--- config.mk ---
export PLATFORM = sky130hd
export DESIGN_NAME = dac_dbuf_front
export DESIGN_NICKNAME = d
export VERILOG_FILES = /design/src/rtl/dac_dbuf_pkg.sv /design/src/rtl/dbuf_ctrl.sv /design/src/rtl/dbuf_in_latch.sv /design/src/rtl/dbuf_dac_reg.sv /design/src/rtl/dac_dbuf_front.sv
export SDC_FILE = /design/constraint.sdc
export NUM_CORES = 1
export LEC_CHECK = 0
export BUFFER_PORTS_ARGS = -buffer_cell sky130_fd_sc_hd__buf_4
export CAP_MARGIN = 25
export CORE_MARGIN = 4
export CORE_UTILIZATION = 47
export DETAILED_ROUTE_END_ITERATION = 10
export PLACE_DENSITY = 0.75
export SLEW_MARGIN = 15
export SYNTH_ARGS = -nofsm -noshare
export SYNTH_HDL_FRONTEND = slang
export SYNTH_SLANG_ARGS = --single-unit
--- constraint.sdc ---
create_clock -name clk -period 1 [get_ports clk]
set_input_delay 0.05 -clock clk [delete_from_list [all_inputs] [get_ports clk]]
set_output_delay 0.05 -clock clk [all_outputs]
set_load 0.01 [all_outputs]
--- src/rtl/dac_dbuf_pkg.sv ---
// Shared types for the double-buffered converter input register.
// Assumes all strobes have already been decoded into active-high enables.
package dac_dbuf_pkg;
    typedef struct packed {
        logic load_hi;   // update upper section of the input latch
        logic load_lo;   // update lower section of the input latch
        logic xfer;      // copy input latch into converter register
    } dbuf_en_t;
endpackage

--- src/rtl/dbuf_ctrl.sv ---
// Strobe decoder: turns the active-low level strobes into per-stage enables.
// Assumes inputs are already synchronous to clk.
module dbuf_ctrl
    import dac_dbuf_pkg::*;
(
    input  logic     cs_n,
    input  logic     wr_n,
    input  logic     seq_full,
    input  logic     xfer_n,
    output dbuf_en_t en
);
    logic wr_valid;

    // Decode chip select, write, byte sequence and transfer into enables.
    always_comb begin
        wr_valid   = !cs_n && !wr_n;
        en.load_hi = wr_valid && seq_full;
        en.load_lo = wr_valid;
        en.xfer    = !xfer_n && !wr_n && !seq_full;
    end
endmodule

--- src/rtl/dbuf_in_latch.sv ---
// First-stage input latch, split into an upper and a lower section.
// The lower section always loads from din[LO_W-1:0] and the upper one from
// the remaining bits. lo_next exposes this cycle's lower value for flow-through.
module dbuf_in_latch
    import dac_dbuf_pkg::*;
#(
    parameter int CODE_W = 10,
    parameter int LO_W   = 2,
    localparam int HI_W  = CODE_W - LO_W
) (
    input  logic              clk,
    input  logic              rst_n,
    input  dbuf_en_t          en,
    input  logic [CODE_W-1:0] din,
    output logic [HI_W-1:0]   hi_q,
    output logic [LO_W-1:0]   lo_q,
    output logic [LO_W-1:0]   lo_next
);
    // Upper section: loaded only by full-width writes.
    always_ff @(posedge clk) begin
        if (!rst_n)          hi_q <= '0;
        else if (en.load_hi) hi_q <= din[CODE_W-1:LO_W];
    end

    // Lower section: loaded by every valid write.
    always_ff @(posedge clk) begin
        if (!rst_n)          lo_q <= '0;
        else if (en.load_lo) lo_q <= din[LO_W-1:0];
    end

    // Value the lower section holds after this edge, for same-cycle transfer.
    always_comb lo_next = en.load_lo ? din[LO_W-1:0] : lo_q;
endmodule

--- src/rtl/dbuf_dac_reg.sv ---
// Second-stage converter register: copies the assembled latch word on transfer.
// Assumes the upper section cannot change on a transfer edge.
module dbuf_dac_reg
    import dac_dbuf_pkg::*;
#(
    parameter int CODE_W = 10,
    parameter int LO_W   = 2,
    localparam int HI_W  = CODE_W - LO_W
) (
    input  logic              clk,
    input  logic              rst_n,
    input  dbuf_en_t          en,
    input  logic [HI_W-1:0]   hi_q,
    input  logic [LO_W-1:0]   lo_next,
    output logic [CODE_W-1:0] code_q
);
    // Hold the converter code; load it on a transfer.
    always_ff @(posedge clk) begin
        if (!rst_n)       code_q <= '0;
        else if (en.xfer) code_q <= {hi_q, lo_next};
    end
endmodule

--- src/rtl/dac_dbuf_front.sv ---
// Top level of the double-buffered converter input register.
// Assumes all strobes are synchronous to clk and the reset is synchronous.
module dac_dbuf_front
    import dac_dbuf_pkg::*;
#(
    parameter int CODE_W = 10,
    parameter int LO_W   = 2,
    localparam int HI_W  = CODE_W - LO_W
) (
    input  logic              clk,
    input  logic              rst_n,
    input  logic              cs_n,
    input  logic              wr_n,
    input  logic              seq_full,
    input  logic              xfer_n,
    input  logic [CODE_W-1:0] din,
    output logic [CODE_W-1:0] code_out
);
    dbuf_en_t        en;
    logic [HI_W-1:0] lat_hi;
    logic [LO_W-1:0] lat_lo;
    logic [LO_W-1:0] lat_lo_next;

    dbuf_ctrl u_ctrl (
        .cs_n     (cs_n),
        .wr_n     (wr_n),
        .seq_full (seq_full),
        .xfer_n   (xfer_n),
        .en       (en)
    );

    dbuf_in_latch #(.CODE_W(CODE_W), .LO_W(LO_W)) u_latch (
        .clk     (clk),
        .rst_n   (rst_n),
        .en      (en),
        .din     (din),
        .hi_q    (lat_hi),
        .lo_q    (lat_lo),
        .lo_next (lat_lo_next)
    );

    dbuf_dac_reg #(.CODE_W(CODE_W), .LO_W(LO_W)) u_dac (
        .clk     (clk),
        .rst_n   (rst_n),
        .en      (en),
        .hi_q    (lat_hi),
        .lo_next (lat_lo_next),
        .code_q  (code_out)
    );
endmodule

==> metrics.md, run 1 <==
| Metric | Value |
|---|---|
| Iteration count of the initial detailed-routing pass | 2 |
| Clock power frac | 0.270 |
| # clock sinks | 20 |
| Syn Nets | between 90 and 100 |
| RSZ-0062 raised after global routing | false |
| Sw frac | 0.214 |
| Top-count cell post-synth | dfxtp_1 |
| Tot GR Track Use | 0.132 |
| Ratio of cells with drive above 1 in the final layout | 0.320 |
| Pin count of the biggest net entering global routing | 21 |
| Final worst path period share | 0.813 |
| Yosys cell types | 14 |
| Reg-to-Reg Start | u_latch.lo_q[0]$_SDFF_PN0_ |
| Final wirelength | between 1000 and 1500 um |
| Setup Viol. Count Final | 0 |
| CP arrival | approximately 760 ps |
| Slew @ Worst Pin | 267 ps |
| Post-synth EDFFs | 0 |
| Via density | between 4 and 5 |
| Synth area leaders | dfxtp_1 (52%), mux2i_1 (13%), nor2b_1 (8.1%) |
| Vias | approximately 580 |
| Final Slew Violations | 0 |
| Syn avg cell area | roughly 10 sq um |
| Sw power | ~280 uW |
| Worst clock skew | approximately 1.3 ps |
| Synth top area share | 0.518 |
| Cell taking the most area after synthesis | dfxtp_1 |
| Hold Vio Cnt, Final | 0 |
| Fmax | 1230 MHz |
| Die height | roughly 49 um |
| Die Wd | slightly below 50 um |
| Cell area after layout | around 1000 sq um |
| Post-DP HPWL | 1080 um |
| Status | finished clean |
| Combinational share of power | 0.106 |
| Critical path origin | u_dac.code_q[5]$_SDFFE_PN0P_ |
| CTS tree | built |
| Worst Path Buf+Inv | 1 |
| Area growth syn-to-layout | 27.8% |
| Initial antenna violation count | 0 |
| Nets | 121 |
| Hold_sp | din[2] |
| Clock Path Buffers | 2 |
| Hold buffers post-CTS | 0 |
| Worst min-delay path class | input port to register |
| Placer Congestion | 0.664 |
| Number of global-route vias before repair | slightly above 600 |
| Mapped cell area | a little under 800 sq um |
| Critical path type | register to output port |
| Worst-path clk slew | roughly 100 ps |
| PD cells | about 1300 nW/um^2 |
| Top cells by count, synth | dfxtp_1 (20), nand2_1 (16), mux2i_1 (10), nor2b_1 (10), a21boi_1 (8) |
| Rows | 14 |
| Seq cells post-synth | 20 |
| Reg power frac | 0.624 |
| Residual DRC | 0 |
| Final ANT Viol Nets | 0 |
| Htree depth | 1 |
| Clk Latency, worst-skew pair | roughly 290 ps |
| Headroom to the max-slew limit | 0.822 |
| Most used DFF post-synth | dfxtp_1 |
| CP Capture Type | output port |
| Max cap viols | 0 |
| Internal power | around 1000 uW |
| CTS Buf Count | 3 |
| Startpoint Class | register |
| Initial core utilization | 0.507 |
| Top cell family by delay on the critical path | flip-flops |
| Global-route wire length before repair | approximately 2500 um |
| Setup TNS | 0 ps |
| Die Area | between 2000 and 2500 sq um |
| Async SR Flop Fraction | 0 |
| Number of DRC markers in iteration 0 | 1 |
| Diodes inserted | 0 |
| Gr ovfl total | 0 |
| Root Driver | clkbuf_4 |
| Yosys warns | 0 |
| Part of the Yosys area used for sequential elements | 0.518 |
| Crit path time final | 813 ps |
| WL/cell | between 10 and 15 um |
| Post-CTS Resized | 0 |
| Postcts setup bufs | 0 |
| Maximum VDD drop | just under 800 uV |
| Core area | roughly 1500 sq um |
| CP max FO | 2 |
| CP max-delay cell | dfxtp_1 |
| Post-DP Area | about 970 sq um |
| PortBufs | 25 |
| Synth Instances | 77 |
| Critical-path cell list | buf_4 |
| Worst endpoint required time | ~950 ps |
| Num ports | 26 |
| Static leakage | around 0.00040 uW |
| Slowest stage delay, CP | 350 ps |
==> layout by cell type (no fill, tap or decap) <==
| cell | netlist | routed |
|---|---|---|
| a21oi_1 | 2 | 2 |
| nor2_1 | 1 | 1 |
| or3_1 | 1 | 1 |
| o21ai_0 | 2 | 2 |
| a21boi_1 | 8 | 8 |
| buf_4 | 1 | 28 |
| nor2b_1 | 10 | 10 |
| nor3b_2 | 1 | 1 |
| clkbuf_4 | 0 | 3 |
| dfxtp_1 | 20 | 20 |
| mux2i_1 | 10 | 10 |
| nor3_2 | 1 | 1 |
| nand2_1 | 16 | 16 |
==> cell families after synthesis <==
logic type / Yosys count / synth area share
flip-flops: 20 / 0.518
multiplexers: 10 / 0.129
AND/OR/NAND/NOR: 30 / 0.201
buffers and inverters: 5 / 0.0485
AO/OA/AOI/OAI: 12 / 0.104
==> metrics by stage <==
step | setup WS (ps) | instances | util | hold slack, ps | total power, uW
after CTS | 172 | 119 | 0.649 | 9.92 | 1340
final | 187 | 119 | 0.649 | 14.4 | 1330
after floorplan | 226 | 77 | - | 219 | 919
after detailed placement | 31.2 | 116 | 0.634 | 319 | 988
after global routing | 125 | 119 | 0.649 | 9.48 | 1390
after global placement | 39.0 | 116 | 0.634 | 306 | 984
==> registers in the layout, indices dropped and copies added (netlist names) <==
signal,flops
u_dac.code_q,10
u_latch.hi_q,8
u_latch.lo_q,2
==> worst paths after layout <==
check / endpoint / slack [ps] / cells after the start
worst max-delay path: code_out[5] / 190 / 1
worst min-delay path: u_latch.hi_q[0]$_SDFFE_PN0P_ / 10 / 3
worst max register to register: u_dac.code_q[0]$_SDFFE_PN0P_ / 340 / 2
worst min register to register: u_dac.code_q[6]$_SDFFE_PN0P_ / 460 / 2
==> area by class of cell <==
cell class	instances	area [sq um]
Timing Repair Buffer	28	210
Tap cell	16	20.0
Fill cell	138	536
Multi-Input combinational cell	52	335
Clock buffer	3	22.5
Sequential cell	20	400
==> layer usage <==
metal	track usage	wire length, um	vias up
li1	-	-	304
met1	0.157	601	262
met2	0.211	715	14
met3	0.0399	81	2
met4	0.0673	13	0
met5	0	0	-
==> power by group through the flow <==
stage / Sequential [uW] / Clock [uW] / Combinational (uW)
floorplan: 846 / 0 / 72.6
global placement: 844 / 0 / 140
detailed placement: 845 / 0 / 143
CTS: 827 / 372 / 143
global route: 830 / 410 / 155
finish: 826 / 358 / 141
Note: power is estimated with default switching activity, not from simulation.
==> run 2, diff against run 1 <==
==> constraint.sdc (replaced) <==
create_clock -name clk -period 0.8 [get_ports clk]
set_input_delay 0.04 -clock clk [delete_from_list [all_inputs] [get_ports clk]]
set_output_delay 0.04 -clock clk [all_outputs]
set_load 0.01 [all_outputs]
==> metrics.md, run 2 (synthesis gave the netlist of run 1 again) <==
| Metric | Value |
|---|---|
| CP arrival | roughly 750 ps |
| Global-route wire length before repair | about 2700 um |
| Number of global-route vias before repair | 666 |
| Sw power | roughly 390 uW |
| Root Driver | clkbuf_4 |
| CP max-delay cell | dfxtp_2 |
| Hold Path Depth | 3 |
| Reg2reg end | u_dac.code_q[1]$_SDFFE_PN0P_ |
| Hold_sp | din[8] |
| Commonest non-fill, non-tap cell in the layout | buf_4 |
| Most frequent cells in the layout | buf_4 (21), nand2_1 (16) |
| Post-DP Area | between 900 and 1000 sq um |
| Residual DRC | 0 |
| CP Capture Type | output port |
| Postcts setup bufs | 0 |
| Area growth syn-to-layout | 48.1% |
| Depth of the most critical reg-to-reg path | 2 |
| # clock sinks | 20 |
| Initial antenna violation count | 0 |
| Sw frac | 0.214 |
| Internal power | approximately 1400 uW |
| Tot GR Track Use | 0.146 |
| Final worst path period share | 0.988 |
| Vias | ~640 |
| Reg-to-Reg Start | u_latch.lo_q[1]$_SDFF_PN0_ |
| Worst Path Buf+Inv | 1 |
| Fmax | around 1300 MHz |
| Number of DRC markers in iteration 0 | 4 |
| Ratio of cells with drive above 1 in the final layout | 0.412 |
| Crit path time final | ~790 ps |
| Hold Vio Cnt, Final | 0 |
| Slew @ Worst Pin | between 200 and 300 ps |
| Num ports | 26 |
| Initial core utilization | 0.507 |
| Rows | 14 |
| Most flop-heavy register | u_dac.code_q |
| Clk Latency, worst-skew pair | 290 ps |
| Cell area after layout | between 1000 and 1500 sq um |
| Status | finished clean |
| Fillers | about 120 |
| Biggest regs | u_dac.code_q x10, u_latch.hi_q x8, u_latch.lo_q x2 |
| CP max FO | 2 |
| Die Wd | 48.6 um |
| Slowest stage delay, CP | between 300 and 400 ps |
| Clock power frac | 0.314 |
| Setup Viol. Count Final | 0 |
| Core area | approximately 1500 sq um |
| Nets | 131 |
| Critical-path cell list | buf_6 |
| Critical path type | register to output port |
| Max reg flops | 10 |
| Worst min-delay path class | input port to register |
| Static leakage | ~0.00046 uW |
| Headroom to the max-slew limit | 0.818 |
| PortBufs | 25 |
| Gr ovfl total | 0 |
| Htree depth | 1 |
| Placer Congestion | between 0.6 and 0.7 |
| Reg power frac | 0.566 |
| Maximum VDD drop | 1080 uV |
| CTS tree | built |
| Pin count of the biggest net entering global routing | 21 |
| Final Slew Violations | 0 |
| Clock Path Buffers | 2 |
| Final wirelength | between 1500 and 2000 um |
| Combinational share of power | 0.121 |
| RSZ-0062 raised after global routing | true |
| Setup TNS | 0 ps |
| Worst endpoint required time | about 760 ps |
| Die Area | about 2400 sq um |
| PD cells | roughly 1600 nW/um^2 |
| Post-DP HPWL | approximately 1100 um |
| Hold Path End | u_latch.hi_q[6]$_SDFFE_PN0P_ |
| Iteration count of the initial detailed-routing pass | 2 |
| Die height | between 40 and 50 um |
| Worst clock skew | about 1.1 ps |
| CTS Buf Count | 3 |
| Via density | just under 5 |
| Final ANT Viol Nets | 0 |
| Diodes inserted | 0 |
| Worst-path clk slew | 110 ps |
| WL/cell | roughly 12 um |
| R2R setup slack | around 90 ps |
| Startpoint Class | register |
| WHS | 12.5 ps |
| Max cap viols | 0 |
| Top cell family by delay on the critical path | flip-flops |
-- run 2: cell types whose count changed in the layout (fill, tap and decap cells not counted) --
cell,previous run,this run
buf_4,28,21
buf_6,0,10
clkbuf_8,0,1
dfxtp_1,20,10
dfxtp_2,0,10
dlygate4sd3_1,0,7
-- run 2: worst max path at each step --
stage,from,to,slack [ps],cells past startpoint
after floorplan,seq_full,u_dac.code_q[2]$_SDFFE_PN0P_,40,4
after global placement,seq_full,u_dac.code_q[6]$_SDFFE_PN0P_,-150,4
after detailed placement,seq_full,u_dac.code_q[2]$_SDFFE_PN0P_,-160,4
after CTS,u_dac.code_q[7]$_SDFFE_PN0P_,code_out[7],-2,1
after global routing,u_dac.code_q[1]$_SDFFE_PN0P_,code_out[1],-30,1
final,u_dac.code_q[6]$_SDFFE_PN0P_,code_out[6],10,1
-- run 2: stage by stage --
| stage | worst slack, ps | std cells | total power [uW] | util |
|---|---|---|---|---|
| floorplan | 35.9 | 77 | 1150 | - |
| global placement | -150 | 119 | 1240 | 0.649 |
| detailed placement | -164 | 119 | 1250 | 0.649 |
| CTS | -2.42 | 130 | 1850 | 0.751 |
| global route | -27.9 | 130 | 1920 | 0.751 |
| finish | 9.53 | 130 | 1830 | 0.751 |
-- run 2: per-layer routing --
layer  vias to the layer above  routed length, um  global-route usage
li1                        331                  -                   -
met1                       293                693               0.154
met5                         -                  0                   0
met2                        14                822               0.257
met3                         4                 79              0.0399
met4                         0                 28              0.0807
-- run 2: power by group through the flow --
| stage | registers [uW] | logic, uW | clock network, uW |
|---|---|---|---|
| detailed placement | 1060 | 190 | 0 |
| finish | 1040 | 221 | 575 |
| CTS | 1040 | 222 | 596 |
| global route | 1040 | 241 | 641 |
| floorplan | 1060 | 90.8 | 0 |
| global placement | 1060 | 185 | 0 |
-- run 2: area by class of cell --
type	count	area (sq um)	share of cell area
Timing Repair Buffer	38	340	0.297
Clock buffer	4	36.3	0.0317
Tap cell	16	20.0	0.0175
Sequential cell	20	413	0.361
Multi-Input combinational cell	52	335	0.293
-- run 2: timing repair --
action	CTS	global route
hold buffers	7	0
setup endpoints to repair	10	10
gates resized for setup	20	0
hold endpoints to repair	7	0
==> run 3, diff against run 2 <==
--- a/config.mk
+++ b/config.mk
@@ -5,12 +5,13 @@
 export SDC_FILE = /design/constraint.sdc
 export NUM_CORES = 1
 export LEC_CHECK = 0
+export ABC_AREA = 1
 export BUFFER_PORTS_ARGS = -buffer_cell sky130_fd_sc_hd__buf_4
 export CAP_MARGIN = 25
 export CORE_MARGIN = 4
-export CORE_UTILIZATION = 47
+export CORE_UTILIZATION = 46
 export DETAILED_ROUTE_END_ITERATION = 10
-export PLACE_DENSITY = 0.75
+export PLACE_DENSITY = 0.74
 export SLEW_MARGIN = 15
 export SYNTH_ARGS = -nofsm -noshare
 export SYNTH_HDL_FRONTEND = slang
==> metrics.md, run 3 <==
| Metric | Value |
|---|---|
| Top-count cell post-synth | nor2_1 |
| Mapped cell area | 752 sq um |
| Diodes inserted | 0 |
| Worst min-delay path class | input port to register |
| Synth Instances | between 90 and 100 |
| Initial core utilization | 0.493 |
| Commonest non-fill, non-tap cell in the layout | nor2_1 |
| Post-synthesis mux area share | 0 |
| Critical-path cell list | buf_6 |
| Residual DRC | 0 |
| Clk Latency, worst-skew pair | 290 ps |
| Top Layer Used | met4 |
| Post-layout util | 0.710 |
| Startpoint Class | register |
| Worst-path clk slew | ~110 ps |
| Gr ovfl total | 0 |
| WL/cell | ~10 um |
| Placer Congestion | 0.758 |
| CP arrival | 750 ps |
| # clock sinks | 20 |
| R2R setup slack | around 90 ps |
| Status | finished, violations left |
| CP max FO | 2 |
| Number of global-route vias before repair | about 600 |
| Worst clock skew | 4.60 ps |
| Max reg flops | 10 |
| Reg2reg end | u_dac.code_q[0]$_SDFFE_PN0P_ |
| CTS Buf Count | 3 |
| Max cap viols | 0 |
| Die Area | around 2300 sq um |
| Number of DRC markers in iteration 0 | 12 |
| RSZ-0062 raised after global routing | true |
| Seq cells post-synth | 20 |
| Worst endpoint required time | 760 ps |
| Post-Synth XOR/XNOR Area | 0 |
| Metal2 WL | 783 um |
| Syn Nets | 113 |
| Cell taking the most area after synthesis | dfxtp_1 |
| CP Capture Type | output port |
| Synth top area share | 0.532 |
| Initial antenna violation count | 0 |
| Rows | 14 |
| Fillers | between 100 and 150 |
| Reg-to-Reg Start | u_latch.lo_q[0]$_SDFF_PN0_ |
| Met3 WL post-DR | 99 um |
| Critical path type | register to output port |
| Worst Path Buf+Inv | 1 |
| Synth Area in Compound Gates | 0.143 |
| Post-synth EDFFs | 0 |
| Slew @ Worst Pin | 267 ps |
| Most frequent cells in the layout | nor2_1 (37), buf_4 (15), buf_6 (10), dfxtp_2 (10), dfxtp_1 (10) |
| Core area | between 1500 and 2000 sq um |
| Htree depth | 1 |
| Area growth syn-to-layout | 43.9% |
| Die Wd | approximately 48 um |
| Part of the Yosys area used for sequential elements | 0.532 |
| Top cells by count, synth | nor2_1 (37), dfxtp_1 (20), o21ai_0 (10) |
| Crit path time final | around 790 ps |
| CP max-delay cell | dfxtp_2 |
| Yosys warns | 0 |
| WHS | -0.659 ps |
| M1 wire length | 624 um |
| Clock Path Buffers | 2 |
| Top cell family by delay on the critical path | flip-flops |
| Fmax | ~1300 MHz |
| Static leakage | ~0.0005 uW |
| Post-DP HPWL | approximately 1100 um |
| PortBufs | 25 |
| Simple-Gate Fraction of Synth Area | 0.256 |
| Worst Setup EP | code_out[2] |
| PD cells | roughly 1800 nW/um^2 |
| Postcts setup bufs | 0 |
| Via density | around 4.8 |
| Failing checks | negative hold slack |
| Yosys cell types | 16 |
| Final worst path period share | 0.982 |
| Critical path origin | u_dac.code_q[2]$_SDFFE_PN0P_ |
| Headroom to the max-slew limit | 0.821 |
| Synth area leaders | dfxtp_1 (53%), nor2_1 (18%), o21ai_0 (6.7%) |
| Global-route wire length before repair | approximately 2600 um |
| Adder-Cell Fraction of Synth Area | 0 |
| Maximum VDD drop | 1110 uV |
| Ratio of cells with drive above 1 in the final layout | 0.357 |
| Most flop-heavy register | u_dac.code_q |
| Root Driver | clkbuf_4 |
| Final wirelength | between 1500 and 2000 um |
| Die height | between 40 and 50 um |
| Syn avg cell area | 7.75 sq um |
| Final Slew Violations | 0 |
| CTS tree | built |
| Hold Vio Cnt, Final | 1 |
| Vias | between 600 and 700 |
| Main combinational cell family by area after synthesis | simple AND/OR/NAND/NOR gates |
| Setup TNS | 0 ps |
| Async SR Flop Fraction | 0 |
| Crit. path cell count | 1 |
| Tot GR Track Use | 0.134 |
| Iteration count of the initial detailed-routing pass | 4 |
| Final ANT Viol Nets | 0 |
| Num ports | 26 |
| Setup Viol. Count Final | 0 |
| Depth of the most critical reg-to-reg path | 4 |
| Most used DFF post-synth | dfxtp_1 |
| Slowest stage delay, CP | about 340 ps |
| Nets | ~150 |
| Pin count of the biggest net entering global routing | 20 |
| Biggest regs | u_dac.code_q x10, u_latch.hi_q x8, u_latch.lo_q x2 |
| Tot Pwr | 1930 uW |
[run 3: cell type report]
type                    count  area, sq um  share of cell area
repair buffers             31          285               0.264
inverters                   6         27.5              0.0254
well taps                  16         20.0              0.0185
clock buffers               4         36.3              0.0335
multi-input cells          68          300               0.277
flip-flops and latches     20          413               0.382
[run 3: power by group]
| group | internal (uW) | switching (uW) |
|---|---|---|
| sequential | 1050 | 28.8 |
| clock | 277 | 284 |
| combinational | 159 | 127 |
| total | 1490 | 441 |
[run 3: through the flow]
| stage | hold slack (ps) | instances | setup WS (ps) | cell area [sq um] |
|---|---|---|---|---|
| after floorplan | 204 | 97 | 157 | 752 |
| after global placement | 288 | 135 | -34.1 | 936 |
| after detailed placement | 299 | 135 | -63.4 | 936 |
| after CTS | 0.0998 | 144 | 0.902 | 1070 |
| after global routing | 0.221 | 145 | -26.0 | 1080 |
| final | -0.659 | 145 | 14.2 | 1080 |
[run 3: worst min path at each step]
stage	from	endpoint	slack (ps)	cells after the start
after floorplan	din[2]	u_latch.hi_q[0]$_SDFFE_PN0P_	200	2
after global placement	din[9]	u_latch.hi_q[7]$_SDFFE_PN0P_	290	3
after detailed placement	din[2]	u_latch.hi_q[0]$_SDFFE_PN0P_	300	3
after CTS	din[8]	u_latch.hi_q[6]$_SDFFE_PN0P_	0.1	3
after global routing	din[0]	u_latch.lo_q[0]$_SDFF_PN0_	0.2	3
final	din[8]	u_latch.hi_q[6]$_SDFFE_PN0P_	-0.7	3
[run 3: what timing repair did]
action / CTS / global route
endpoints found under the hold margin: 5 / 1
setup endpoints to repair: 10 / 11
hold buffers: 5 / 1
resized for setup: 20 / 1
[run 3: cells by family after synthesis]
family	count (synthesis)
AND/OR/NAND/NOR	48
flip-flops	20
AO/OA/AOI/OAI	20
buffers and inverters	9
[run 3: metal layers]
metal	GRT usage	up-vias
met1	0.166	308
met2	0.217	18
li1	-	371
met4	0.0691	0
met3	0.0276	2
met5	0	-
